File: src/rtl/ddr_init_seq.sv
module ddr_init_seq #(
  parameter int T_CKE_LOW  = 10000,
  parameter int T_CKE_HIGH = 20,
  parameter int T_RP       = 4,
  parameter int T_MRD      = 2,
  parameter int T_RFC      = 26,
  parameter int T_DLL      = 200,
  parameter int N_REF      = 2
) (
  input  logic        clk,
  input  logic        rst_n,
  input  logic        pwr_ok,
  input  logic [13:0] mr_cfg,
  input  logic [13:0] emr_cfg,
  input  logic [13:0] emr2_cfg,
  input  logic [13:0] emr3_cfg,
  output logic        cke,
  output logic [2:0]  cmd,
  output logic [2:0]  ba,
  output logic [13:0] addr,
  output logic        init_done
);

  localparam int M1   = (T_CKE_LOW > T_DLL) ? T_CKE_LOW : T_DLL;
  localparam int M2   = (M1 > T_RFC) ? M1 : T_RFC;
  localparam int M3   = (M2 > T_CKE_HIGH) ? M2 : T_CKE_HIGH;
  localparam int M4   = (M3 > T_RP) ? M3 : T_RP;
  localparam int MAXW = (M4 > T_MRD) ? M4 : T_MRD;
  localparam int CW   = $clog2(MAXW + 1);
  localparam int RW   = $clog2(N_REF + 1);

  localparam logic [2:0] C_NOP = 3'b111;
  localparam logic [2:0] C_PRE = 3'b010;
  localparam logic [2:0] C_REF = 3'b001;
  localparam logic [2:0] C_LM  = 3'b000;

  localparam logic [3:0] STEP_REF  = 4'd6;
  localparam logic [3:0] STEP_LAST = 4'd9;

  localparam logic [13:0] DLL_RST  = 14'h0100;
  localparam logic [13:0] EXT_MASK = 14'h0381;
  localparam logic [13:0] OCD_DFLT = 14'h0380;

  typedef enum logic [2:0] {
    ST_IDLE, ST_LOW, ST_HIGH, ST_ISSUE, ST_GAP, ST_LOCK, ST_DONE
  } st_t;

  st_t           state;
  logic [CW-1:0] cnt;
  logic [3:0]    step;
  logic [RW-1:0] refs;

  logic [2:0]    s_cmd;
  logic [2:0]    s_ba;
  logic [13:0]   s_addr;
  logic [CW-1:0] s_wait;

  wire [13:0] ext_base = emr_cfg & ~EXT_MASK;

  always_comb begin
    s_cmd  = C_LM;
    s_ba   = 3'd0;
    s_addr = 14'h0000;
    s_wait = CW'(T_MRD);
    case (step)
      4'd0: begin s_cmd = C_PRE; s_addr = 14'h0400; s_wait = CW'(T_RP); end
      4'd1: begin s_ba = 3'd2; s_addr = emr2_cfg; end
      4'd2: begin s_ba = 3'd3; s_addr = emr3_cfg; end
      4'd3: begin s_ba = 3'd1; s_addr = ext_base; end
      4'd4: s_addr = mr_cfg | DLL_RST;
      4'd5: begin s_cmd = C_PRE; s_addr = 14'h0400; s_wait = CW'(T_RP); end
      4'd6: begin s_cmd = C_REF; s_wait = CW'(T_RFC); end
      4'd7: s_addr = mr_cfg & ~DLL_RST;
      4'd8: begin s_ba = 3'd1; s_addr = ext_base | OCD_DFLT; end
      4'd9: begin s_ba = 3'd1; s_addr = ext_base; s_wait = CW'(T_DLL); end
      default: s_cmd = C_NOP;
    endcase
  end

  wire issuing = (state == ST_ISSUE);
  wire expired = (cnt <= CW'(1));

  assign cke       = !(state == ST_IDLE || state == ST_LOW);
  assign cmd       = issuing ? s_cmd  : C_NOP;
  assign ba        = issuing ? s_ba   : 3'd0;
  assign addr      = issuing ? s_addr : 14'h0000;
  assign init_done = (state == ST_DONE);

  always_ff @(posedge clk or negedge rst_n) begin
    if (!rst_n) begin
      state <= ST_IDLE;
      cnt   <= '0;
      step  <= 4'd0;
      refs  <= RW'(N_REF);
    end else begin
      case (state)
        ST_IDLE:
          if (pwr_ok) begin
            state <= ST_LOW;
            cnt   <= CW'(T_CKE_LOW);
          end
        ST_LOW:
          if (expired) begin
            state <= ST_HIGH;
            cnt   <= CW'(T_CKE_HIGH);
          end else cnt <= cnt - 1'b1;
        ST_HIGH:
          if (expired) state <= ST_ISSUE;
          else cnt <= cnt - 1'b1;
        ST_ISSUE: begin
          cnt   <= s_wait - 1'b1;
          state <= (step == STEP_LAST) ? ST_LOCK : ST_GAP;
        end
        ST_GAP:
          if (expired) begin
            state <= ST_ISSUE;
            if (step == STEP_REF && refs > RW'(1)) refs <= refs - 1'b1;
            else step <= step + 4'd1;
          end else cnt <= cnt - 1'b1;
        ST_LOCK:
          if (expired) state <= ST_DONE;
          else cnt <= cnt - 1'b1;
        default: state <= ST_DONE;
      endcase
    end
  end

endmodule

File: config.mk
export PLATFORM = sky130hd
export DESIGN_NAME = ddr_init_seq
export DESIGN_NICKNAME = d
export VERILOG_FILES = /design/src/rtl/ddr_init_seq.sv
export SDC_FILE = /design/constraint.sdc
export NUM_CORES = 1
export LEC_CHECK = 0
export ABC_AREA = 1
export BUFFER_PORTS_ARGS = -buffer_cell sky130_fd_sc_hd__buf_2
export CORE_ASPECT_RATIO = 1.5
export CORE_MARGIN = 5
export CORE_UTILIZATION = 32
export DETAILED_ROUTE_END_ITERATION = 12
export GPL_TIMING_DRIVEN = 0
export PLACE_DENSITY = 0.62
export SYNTH_ARGS = -nofsm -noshare
export SYNTH_HDL_FRONTEND = slang
export SYNTH_SLANG_ARGS = --single-unit
File: constraint.sdc
create_clock -name clk -period 4.1 [get_ports clk]
set_clock_uncertainty 0.2 [all_clocks]
set_input_delay 0.82 -clock clk [delete_from_list [all_inputs] [get_ports clk]]
set_output_delay 0.82 -clock clk [all_outputs]
set_load 0.03 [all_outputs]
==> results of run 1 <==
[where the power goes]
part | internal [mW] | switching, mW | total [mW]
registers | 0.227 | 0 | 0.227
clock network | 0.0694 | 0.0743 | 0.144
logic | 0.0182 | 0.0134 | 0.0316
total | 0.314 | 0.0877 | 0.402
[area by class of cell]
| class | count | area [sq um] | share of cell area |
|---|---|---|---|
| multi-input cells | 284 | 1421 | 0.5197 |
| well taps | 78 | 97.59 | 0.03568 |
| inverters | 47 | 176.4 | 0.06450 |
| flip-flops and latches | 23 | 576.8 | 0.2109 |
| repair buffers | 74 | 370.4 | 0.1354 |
| plain buffers | 8 | 47.55 | 0.01738 |
| clock buffers | 4 | 45.04 | 0.01647 |
[state kept, by name, summed over array words and instances (netlist names)]
signal  count
cnt        14
step        4
refs        2
state       3
[per-layer routing]
| metal | track usage | up-vias | wire (um) |
|---|---|---|---|
| met5 | 0 | - | 0 |
| met4 | 0.02029 | 0 | 38 |
| met3 | 0.03451 | 4 | 582 |
| met2 | 0.2920 | 84 | 3377 |
| met1 | 0.1638 | 1142 | 2612 |
| li1 | - | 1303 | - |
[worst min-delay path by stage]
stage / depth (start not counted) / to
after floorplan: 1 / refs[0]
after global placement: 1 / refs[0]
after detailed placement: 1 / refs[0]
after CTS: 1 / refs[0]
after global routing: 1 / refs[0]
final: 1 / refs[0]
[through the flow]
step	hold slack (ns)	power [mW]	cells
detailed placement	0.2713	0.2627	514
floorplan	0.2480	0.2333	362
global route	0.3023	0.4204	518
finish	0.2817	0.4019	518
CTS	0.2831	0.4094	518
global placement	0.2688	0.2625	514
[kinds of logic after synthesis]
group / after synthesis / share of synthesized area
simple gates: 221 / 0.4240
other cells: 1 / 0.001688
flops: 23 / 0.2596
compound gates: 47 / 0.1413
buf+inv: 55 / 0.1008
fa+ha+maj: 8 / 0.04505
xor+xnor: 7 / 0.02759
[Yosys cell counts (4+ instances only)]
| cell | number | share of area |
|---|---|---|
| inv_1 | 37 | 0.062 |
| buf_2 | 5 | 0.011 |
| nand2_1 | 141 | 0.24 |
| a21oi_1 | 7 | 0.016 |
| ha_1 | 8 | 0.045 |
| nor2_2 | 7 | 0.020 |
| o21ai_1 | 7 | 0.016 |
| nand3_1 | 24 | 0.054 |
| a21oi_2 | 4 | 0.016 |
| nor2_1 | 38 | 0.064 |
| a41oi_1 | 12 | 0.047 |
| o21ai_0 | 9 | 0.020 |
| xor2_1 | 6 | 0.024 |
| inv_2 | 10 | 0.017 |
| dfrtp_1 | 22 | 0.25 |
[worst max-delay path: stages, from the launching register on]
cell and delay, ns:
dfrtp_1 0.42, inv_1 0.13, ha_1 0.23, nor2_1 0.08, nor2_2 0.20, buf_2 0.26
nand2_1 0.08, a41oi_1 0.23, buf_2 0.24
==> impl_metrics.env, run 1 <==
export IMPL_cp_max_fo=10
export IMPL_hpwl_mm=5.507
export IMPL_synthCells=362
export IMPL_fin_area_sq_mm=0.002735
export IMPL_postCtsSetupBuffers=0
export IMPL_hold_buffers=0
export IMPL_core_rowCount=37
export IMPL_irDropWorstVdd_v=0.00008717
export IMPL_clk_latency_ns=0.26
export IMPL_dpl_worst_slack_ns=1.201
export IMPL_vias=2533
export IMPL_finalHoldViolCount=0
export IMPL_r2r_cells=11
export IMPL_synth_cell_types=34
export IMPL_crit_required_ns=3.08
export IMPL_tightest_slew_ns=0.5624
export IMPL_r2r_slack_ns=1.96
export IMPL_die_area_sq_mm=0.008745
export IMPL_cts_sinks=23
export IMPL_gr_total_overflow=0
export IMPL_post_route_period_util=0.7669
export IMPL_tns_ns=0
export IMPL_n_antenna_cell=0
export IMPL_synth_seq_area_share=0.2596
export IMPL_fmax_ghz=0.3180
export IMPL_antenna_found_initial=0
export IMPL_grt_pass1_wl_mm=11.25
export IMPL_cts_tree="built"
export IMPL_p_per_area_mw_per_mm2=146.9
export IMPL_gp_congestion=0.8434
export IMPL_htree_num_levels=1
export IMPL_synth_edf_count=0
export IMPL_die_w_um=78.04
export IMPL_mostFrequentLayoutCells="nand2_1 (141), buf_2 (79), nor2_1 (38)"
export IMPL_min_path_type="flip-flop to flip-flop"
export IMPL_fin_nets=508
export IMPL_cts_buffers=3
export IMPL_drt_total_wl_mm=6.609
export IMPL_synth_top_flop_cell="dfrtp_1"
export IMPL_syn_num_nets=429
export IMPL_fin_util=0.4019
export IMPL_grt_pass1_vias=2551
export IMPL_areaGrowthSynthToFinish_pct=23.09
export IMPL_grt_max_degree=24
export IMPL_cts_root_buf="clkbuf_8"
export IMPL_synth_warnings=0
export IMPL_placeableCoreArea_sq_mm=0.006805
export IMPL_fin_crit_ns=3.144
export IMPL_drt_first_pass_iters=4
export IMPL_hp_start="refs[0]"
export IMPL_layout_commonest_cell="nand2_1"
export IMPL_worstReg2RegEnd="state[2]"
export IMPL_setup_violations=0
export IMPL_ys_async_sr_fraction=1.000
export IMPL_grt_setup_unrepaired="no"
export IMPL_cp_endpoint="addr[10]"
export IMPL_drc_errors=0
export IMPL_fillCellCount=739
export IMPL_ios=81
export IMPL_clock_path_buffers=2
export IMPL_cp_startpoint="step[0]"
export IMPL_ys_ff_latch=23
export IMPL_start_kind="flip-flop"
export IMPL_port_buffers=74
export IMPL_track_usage=0.1500
export IMPL_setup_slack_ns=0.9556
export IMPL_cp_arrival_ns=2.12
export IMPL_chipHeight_um=112.1
export IMPL_via_per_inst=4.890
export IMPL_drive_above_1_share=0.2636
export IMPL_placed_area_sq_mm=0.002690
export IMPL_worstSetupPathType="flip-flop to output pin"
export IMPL_relSlewSlack=0.6251
export IMPL_synth_area_sq_mm=0.002222
export IMPL_drv_slew=0
export IMPL_drt_iter0_markers=82
export IMPL_post_drt_wl_per_cell_um=12.76
export IMPL_power_leakage_nw=1.348
export IMPL_cp_end_kind="output pin"
export IMPL_syn_area_per_cell_sq_um=6.138
export IMPL_start_util=0.3265
export IMPL_clkSlewWorstSetupHoldPaths_ns=0.08
export IMPL_ant_nets=0
export IMPL_maxCapViolations=0
export IMPL_status="completed"
export IMPL_reg2reg_from="cnt[0]"
export IMPL_ctsResizeCount=0
Note: power is estimated with default switching activity, not from simulation.
==> inputs of run 2 (changes only) <==
--- a/config.mk
+++ b/config.mk
@@ -5,7 +5,7 @@
 export SDC_FILE = /design/constraint.sdc
 export NUM_CORES = 1
 export LEC_CHECK = 0
-export ABC_AREA = 1
+export ABC_AREA = 0
 export BUFFER_PORTS_ARGS = -buffer_cell sky130_fd_sc_hd__buf_2
 export CORE_ASPECT_RATIO = 1.5
 export CORE_MARGIN = 5
==> constraint.sdc (replaced) <==
create_clock -name clk -period 2.9 [get_ports clk]
set_clock_uncertainty 0.2 [all_clocks]
set_input_delay 0.58 -clock clk [delete_from_list [all_inputs] [get_ports clk]]
set_output_delay 0.58 -clock clk [all_outputs]
set_load 0.03 [all_outputs]
==> run 2 against run 1 <==
Net effect: via count up 0.95%; combinational power up 47%; count of clock-buffer cells in the layout unchanged; worst hold slack worse by 0.19 ns; worst setup slack worse by 0.93 ns; highest routed layer unchanged; global-route usage up 1.4 points; area after synthesis down 4.0%; sequential power up 41%; die area down 3.6%; power up 43%; cell count down 14%; critical path depth up 2.
==> impl_metrics.env, run 2 <==
export IMPL_regMostFlops="cnt"
export IMPL_chipHeight_um=110
export IMPL_port_buffers=74
export IMPL_stdcell_count=445
export IMPL_synthCells=279
export IMPL_grt_setup_unrepaired="yes"
export IMPL_gp_congestion=0.8600
export IMPL_antenna_found_initial=0
export IMPL_drt_total_wl_mm=7.485
export IMPL_synth_seq_area_share=0.2704
export IMPL_cp_arrival_ns=2.10
export IMPL_status="completed"
export IMPL_grt_max_degree=24
export IMPL_hpwl_mm=5.394
export IMPL_placed_area_sq_mm=0.002599
export IMPL_cp_max_fo=8
export IMPL_layout_commonest_cell="buf_2"
export IMPL_synth_area_leaders="dfrtp_1 (26%), a21oi_1 (5.6%), nand2_1 (5.6%)"
export IMPL_grt_pass1_wl_mm=11.63
export IMPL_ys_async_sr_fraction=1.000
export IMPL_relSlewSlack=0.5884
export IMPL_syn_num_nets=346
export IMPL_track_usage=0.1644
export IMPL_synth_warnings=0
export IMPL_dp_cells=429
export IMPL_clock_path_buffers=2
export IMPL_cts_root_buf="clkbuf_8"
export IMPL_largest_reg_flops=14
export IMPL_yosysTopAreaCellShare=0.2581
export IMPL_drt_first_pass_iters=5
export IMPL_cts_tree="built"
export IMPL_cp_end_kind="output pin"
export IMPL_cts_buffers=3
export IMPL_mostFrequentLayoutCells="buf_2 (62), nand2_1 (31), nor2_1 (27)"
export IMPL_drive_above_1_share=0.3984
export IMPL_setup_violations=0
export IMPL_clkSlewWorstSetupHoldPaths_ns=0.09
export IMPL_synth_edf_count=0
export IMPL_synth_xor_area_share=0.02874
export IMPL_htree_num_levels=1
export IMPL_synth_top_flop_cell="dfrtp_1"
export IMPL_synth_area_sq_mm=0.002133
export IMPL_top_regs="cnt (14), step (4), state (3)"
export IMPL_fin_nets=437
export IMPL_syn_area_per_cell_sq_um=7.646
export IMPL_post_drt_wl_per_cell_um=16.82
export IMPL_yosysMostFrequentCell="nand2_1"
export IMPL_worstSetupPathType="flip-flop to output pin"
export IMPL_core_rowCount=36
export IMPL_ant_nets=0
export IMPL_start_util=0.3289
export IMPL_vias=2557
export IMPL_start_kind="flip-flop"
export IMPL_tightest_slew_ns=0.6133
export IMPL_synthSimpleGateAreaFrac=0.2733
export IMPL_irDropWorstVdd_v=0.0001602
export IMPL_fmax_ghz=0.3473
export IMPL_fillCellCount=655
export IMPL_drv_slew=0
export IMPL_cts_sinks=23
export IMPL_synth_top_family_by_area="compound AO/OA/AOI/OAI gates"
export IMPL_hold_worst_slack_ns=0.08981
export IMPL_placeableCoreArea_sq_mm=0.006486
export IMPL_synth_cell_types=63
export IMPL_grt_pass1_vias=2442
export IMPL_synth_top_cell_by_area="dfrtp_1"
export IMPL_fin_crit_ns=2.879
export IMPL_via_per_inst=5.746
export IMPL_drt_iter0_markers=133
export IMPL_min_path_type="input pin to async pin"
export IMPL_finalHoldViolCount=0
export IMPL_drc_errors=0
export IMPL_gr_total_overflow=0
export IMPL_synthTopCellsByCount="nand2_1 (32), nor2_1 (31), a21oi_1 (24), dfrtp_1 (22), inv_1 (16)"
export IMPL_yosys_mux_area_fraction=0.009384
export IMPL_p_per_area_mw_per_mm2=189.6
export IMPL_synth_compound_area_share=0.3085
export IMPL_die_area_sq_mm=0.008433
export IMPL_areaGrowthSynthToFinish_pct=41.94
export IMPL_crit_required_ns=2.12
export IMPL_synthAdderAreaFrac=0.04692
export IMPL_n_antenna_cell=0
export IMPL_power_leakage_nw=1.240
export IMPL_ios=81
export IMPL_fin_area_sq_mm=0.003028
export IMPL_post_route_period_util=0.9928
export IMPL_fin_util=0.4668
export IMPL_maxCapViolations=0
export IMPL_clk_latency_ns=0.27
export IMPL_die_w_um=76.67
export IMPL_ys_ff_latch=23
-- run 2: cell count changes in the layout (fill, tap and decap cells not counted), moves of 12 or more --
cell | before | now
buf_4 | 1 | 15
buf_2 | 79 | 62
nand3_1 | 24 | 8
nand2_1 | 141 | 31
buf_6 | 1 | 16
inv_1 | 37 | 11
a41oi_1 | 12 | 0
-- run 2: final timing paths --
kind / startpoint / end / slack [ns] / cells after the start
max: step[0] / addr[5] / 0.02 / 10
min: rst_n / cnt[10] / 0.09 / 1
max reg2reg: cnt[0] / cnt[3] / 0.31 / 7
min reg2reg: refs[0] / refs[0] / 0.28 / 1
max in group asynchronous: rst_n / refs[1] / 2.03 / 1
min in group clk: refs[0] / refs[0] / 0.28 / 1
-- run 2: stage by stage --
stage	power, mW	setup WS (ns)	setup TNS (ns)
finish	0.5740	0.02100	0
global route	0.6010	-0.08117	-0.8338
CTS	0.5797	-0.01329	-0.01436
detailed placement	0.3729	-0.2464	-2.496
global placement	0.3720	-0.2529	-2.386
floorplan	0.3301	0.04897	0
-- run 2: area by class of cell --
type / count / area [sq um] / share of cell area
buffer: 14 / 98.84 / 0.03264
clock buffer: 4 / 45.04 / 0.01488
inverter: 16 / 62.56 / 0.02066
multi-input combinational: 224 / 1583 / 0.5227
sequential: 23 / 576.8 / 0.1905
tap: 76 / 95.09 / 0.03141
timing repair buffer: 88 / 566.8 / 0.1872
-- run 2: worst max-delay path, stage by stage (launching register included) --
cell,delay [ns]
dfrtp_1,0.44
buf_6,0.14
ha_4,0.16
inv_2,0.04
a22oi_2,0.15
o22ai_2,0.11
a21oi_2,0.19
o21bai_4,0.14
buf_6,0.17
a21oi_2,0.14
buf_6,0.15
-- run 2: logic make-up (layout without fill, tap and decap cells) --
family,count (synthesis),after routing
AO/OA/AOI/OAI,94,94
XOR/XNOR,7,7
adder cells (fa/ha/maj),8,8
buffers and inverters,32,122
flip-flops,23,23
multiplexers,2,2
other,1,1
AND/OR/NAND/NOR,112,112
-- run 2: report_power, final --
part           internal [mW]  switching (mW)  total [mW]
registers              0.320               0       0.320
logic                 0.0260          0.0206      0.0465
clock network         0.0983           0.109       0.207
-- run 2: what timing repair did --
| action | 4_1_cts | 5_1_grt |
|---|---|---|
| setup buffers | 7 | 5 |
| resized for setup | 42 | 49 |
| endpoints found under the setup margin | 19 | 18 |
| pin swaps | 6 | 10 |
| cloned | 2 | 0 |
| hold buffers | 0 | 0 |
-- run 2: metal layers --
layer	part of all wire	GRT usage
met1	0.38	0.1782
met2	0.52	0.3177
met4	0.026	0.05000
met3	0.076	0.03252
met5	0	0
==> inputs of run 3 (changes only) <==
--- a/config.mk
+++ b/config.mk
@@ -6,13 +6,15 @@
 export NUM_CORES = 1
 export LEC_CHECK = 0
 export ABC_AREA = 0
-export BUFFER_PORTS_ARGS = -buffer_cell sky130_fd_sc_hd__buf_2
+export BUFFER_PORTS_ARGS = -buffer_cell sky130_fd_sc_hd__clkbuf_2
+export CELL_PAD_IN_SITES_DETAIL_PLACEMENT = 1
+export CELL_PAD_IN_SITES_GLOBAL_PLACEMENT = 1
 export CORE_ASPECT_RATIO = 1.5
 export CORE_MARGIN = 5
 export CORE_UTILIZATION = 32
 export DETAILED_ROUTE_END_ITERATION = 12
 export GPL_TIMING_DRIVEN = 0
-export PLACE_DENSITY = 0.62
+export PLACE_DENSITY = 0.81
 export SYNTH_ARGS = -nofsm -noshare
 export SYNTH_HDL_FRONTEND = slang
 export SYNTH_SLANG_ARGS = --single-unit
==> run 3 against run 2 <==
Net effect: the flow now finishes with violations (negative setup slack); first-iteration DRC count is 1.5% higher; worst setup slack worse by 0.061 ns; critical endpoint is now cmd[1]; sequential share of layout area is essentially flat.
==> impl_metrics.env, run 3 (synthesis gave the netlist of run 2 again) <==
export IMPL_status="complete, but fails checks"
export IMPL_violations="negative setup slack"
export IMPL_track_usage=0.2108
export IMPL_finalHoldViolCount=0
export IMPL_min_path_type="input pin to async pin"
export IMPL_grt_pass1_wl_mm=14.38
export IMPL_fmax_ghz=0.3401
export IMPL_grt_pass1_vias=2941
export IMPL_relSlewSlack=0.5684
export IMPL_grt_max_degree=24
export IMPL_chipHeight_um=110
export IMPL_drt_first_pass_iters=4
export IMPL_placed_area_sq_mm=0.002599
export IMPL_hold_buffers=0
export IMPL_crit_required_ns=2.12
export IMPL_clock_path_buffers=2
export IMPL_cts_tree="built"
export IMPL_tightest_slew_ns=0.6474
export IMPL_gp_congestion=0.8305
export IMPL_p_switching_mw=0.1323
export IMPL_cp_arrival_ns=2.16
export IMPL_post_route_period_util=1.014
export IMPL_cp_num_buf_inv=4
export IMPL_start_util=0.3289
export IMPL_maxCapViolations=0
export IMPL_port_buffers=74
export IMPL_clkSlewWorstSetupHoldPaths_ns=0.08
export IMPL_power_leakage_nw=1.281
export IMPL_die_w_um=76.67
export IMPL_drc_errors=0
export IMPL_regMostFlops="cnt"
export IMPL_ios=81
export IMPL_antenna_found_initial=0
export IMPL_p_per_area_mw_per_mm2=189.8
export IMPL_post_drt_wl_per_cell_um=19.89
export IMPL_drive_above_1_share=0.4043
export IMPL_clk_latency_ns=0.28
export IMPL_cts_buffers=3
export IMPL_tns_ns=-0.04070
export IMPL_mostFrequentLayoutCells="clkbuf_2 (59), nand2_1 (31), buf_4 (30), nor2_1 (30), dfrtp_1 (20)"
export IMPL_largest_reg_flops=14
export IMPL_cp_cell_sequence="buf_6 > ha_4 > inv_2 > a22oi_2 > o22ai_2 > a21oi_2 > buf_4 > a21oi_2 > or3_4 > buf_8"
export IMPL_cpLargestDelayFamily="buffers and inverters"
export IMPL_fin_area_sq_mm=0.003043
export IMPL_fin_crit_ns=2.940
export IMPL_die_area_sq_mm=0.008433
export IMPL_slowest_stage="dfrtp_2"
export IMPL_top_regs="cnt (14), step (4), state (3)"
export IMPL_cp_end_kind="output pin"
export IMPL_n_antenna_cell=0
export IMPL_irDropWorstVdd_v=0.0001594
export IMPL_hold_worst_slack_ns=0.1168
export IMPL_power_frac_comb=0.083
export IMPL_gr_total_overflow=0
export IMPL_via_per_inst=5.825
export IMPL_slowest_delay_ns=0.44
export IMPL_stdcell_count=452
export IMPL_start_kind="flip-flop"
export IMPL_cp_common_cell="a21oi_2"
export IMPL_dp_cells=429
export IMPL_vias=2633
export IMPL_fin_util=0.4691
export IMPL_fin_nets=444
export IMPL_hpwl_mm=6.112
export IMPL_p_int_mw=0.4452
export IMPL_drt_iter0_markers=135
export IMPL_areaGrowthSynthToFinish_pct=42.64
export IMPL_drv_slew=0
export IMPL_p_clk_frac=0.363
export IMPL_p_seq_frac=0.555
export IMPL_ant_nets=0
export IMPL_layout_commonest_cell="clkbuf_2"
export IMPL_htree_num_levels=1
export IMPL_setup_violations=2
export IMPL_cp_max_fo=5
export IMPL_finalPower_mw=0.5775
export IMPL_switching_share=0.2291
export IMPL_setup_slack_ns=-0.04014
export IMPL_core_rowCount=36
export IMPL_placeableCoreArea_sq_mm=0.006486
export IMPL_drt_total_wl_mm=8.989
export IMPL_worstSetupPathType="flip-flop to output pin"
export IMPL_cts_root_buf="clkbuf_8"
export IMPL_dpl_worst_slack_ns=-0.2863
export IMPL_cts_sinks=23
export IMPL_grt_setup_unrepaired="yes"
## run 3: final timing paths
kind | from | end | slack [ns] | cells past startpoint
max in group asynchronous | rst_n | step[3] | 1.93 | 1
worst min-delay path | rst_n | state[2] | 0.12 | 1
worst max register to register | cnt[0] | cnt[10] | 0.26 | 7
worst max-delay path | step[0] | cmd[1] | -0.04 | 10
min in group clk | refs[1] | refs[1] | 0.31 | 2
worst min register to register | refs[1] | refs[1] | 0.31 | 2
## run 3: layout make-up
class                           instances  area [sq um]
Buffer                                 14         100.1
Timing Repair Buffer                   95         584.3
Sequential cell                        23         579.3
Fill cell                             808          3443
Clock buffer                            4         45.04
Tap cell                               76         95.09
Inverter                               16         67.56
Multi-Input combinational cell        224          1572
## run 3: what timing repair did
item                                    in CTS  in global routing
setup buffers                               11                  8
gates cloned                                 2                  0
endpoints found under the setup margin      19                 18
gates resized for setup                     57                 34
pin swaps                                    9                 14
## run 3: power groups by stage
stage | sequential (mW) | clock, mW | combinational (mW)
global route | 0.321 | 0.225 | 0.0524
floorplan | 0.327 | 0 | 0.00318
finish | 0.320 | 0.209 | 0.0477
detailed placement | 0.327 | 0 | 0.0462
global placement | 0.327 | 0 | 0.0450
CTS | 0.320 | 0.215 | 0.0464
## run 3: metal layers
metal | vias to the layer above | track usage | wire length [um]
li1 | 1222 | - | -
met5 | - | 0 | 0
met2 | 119 | 0.4320 | 4983
met4 | 0 | 0.07875 | 275
met3 | 24 | 0.05122 | 600
met1 | 1268 | 0.1964 | 3130
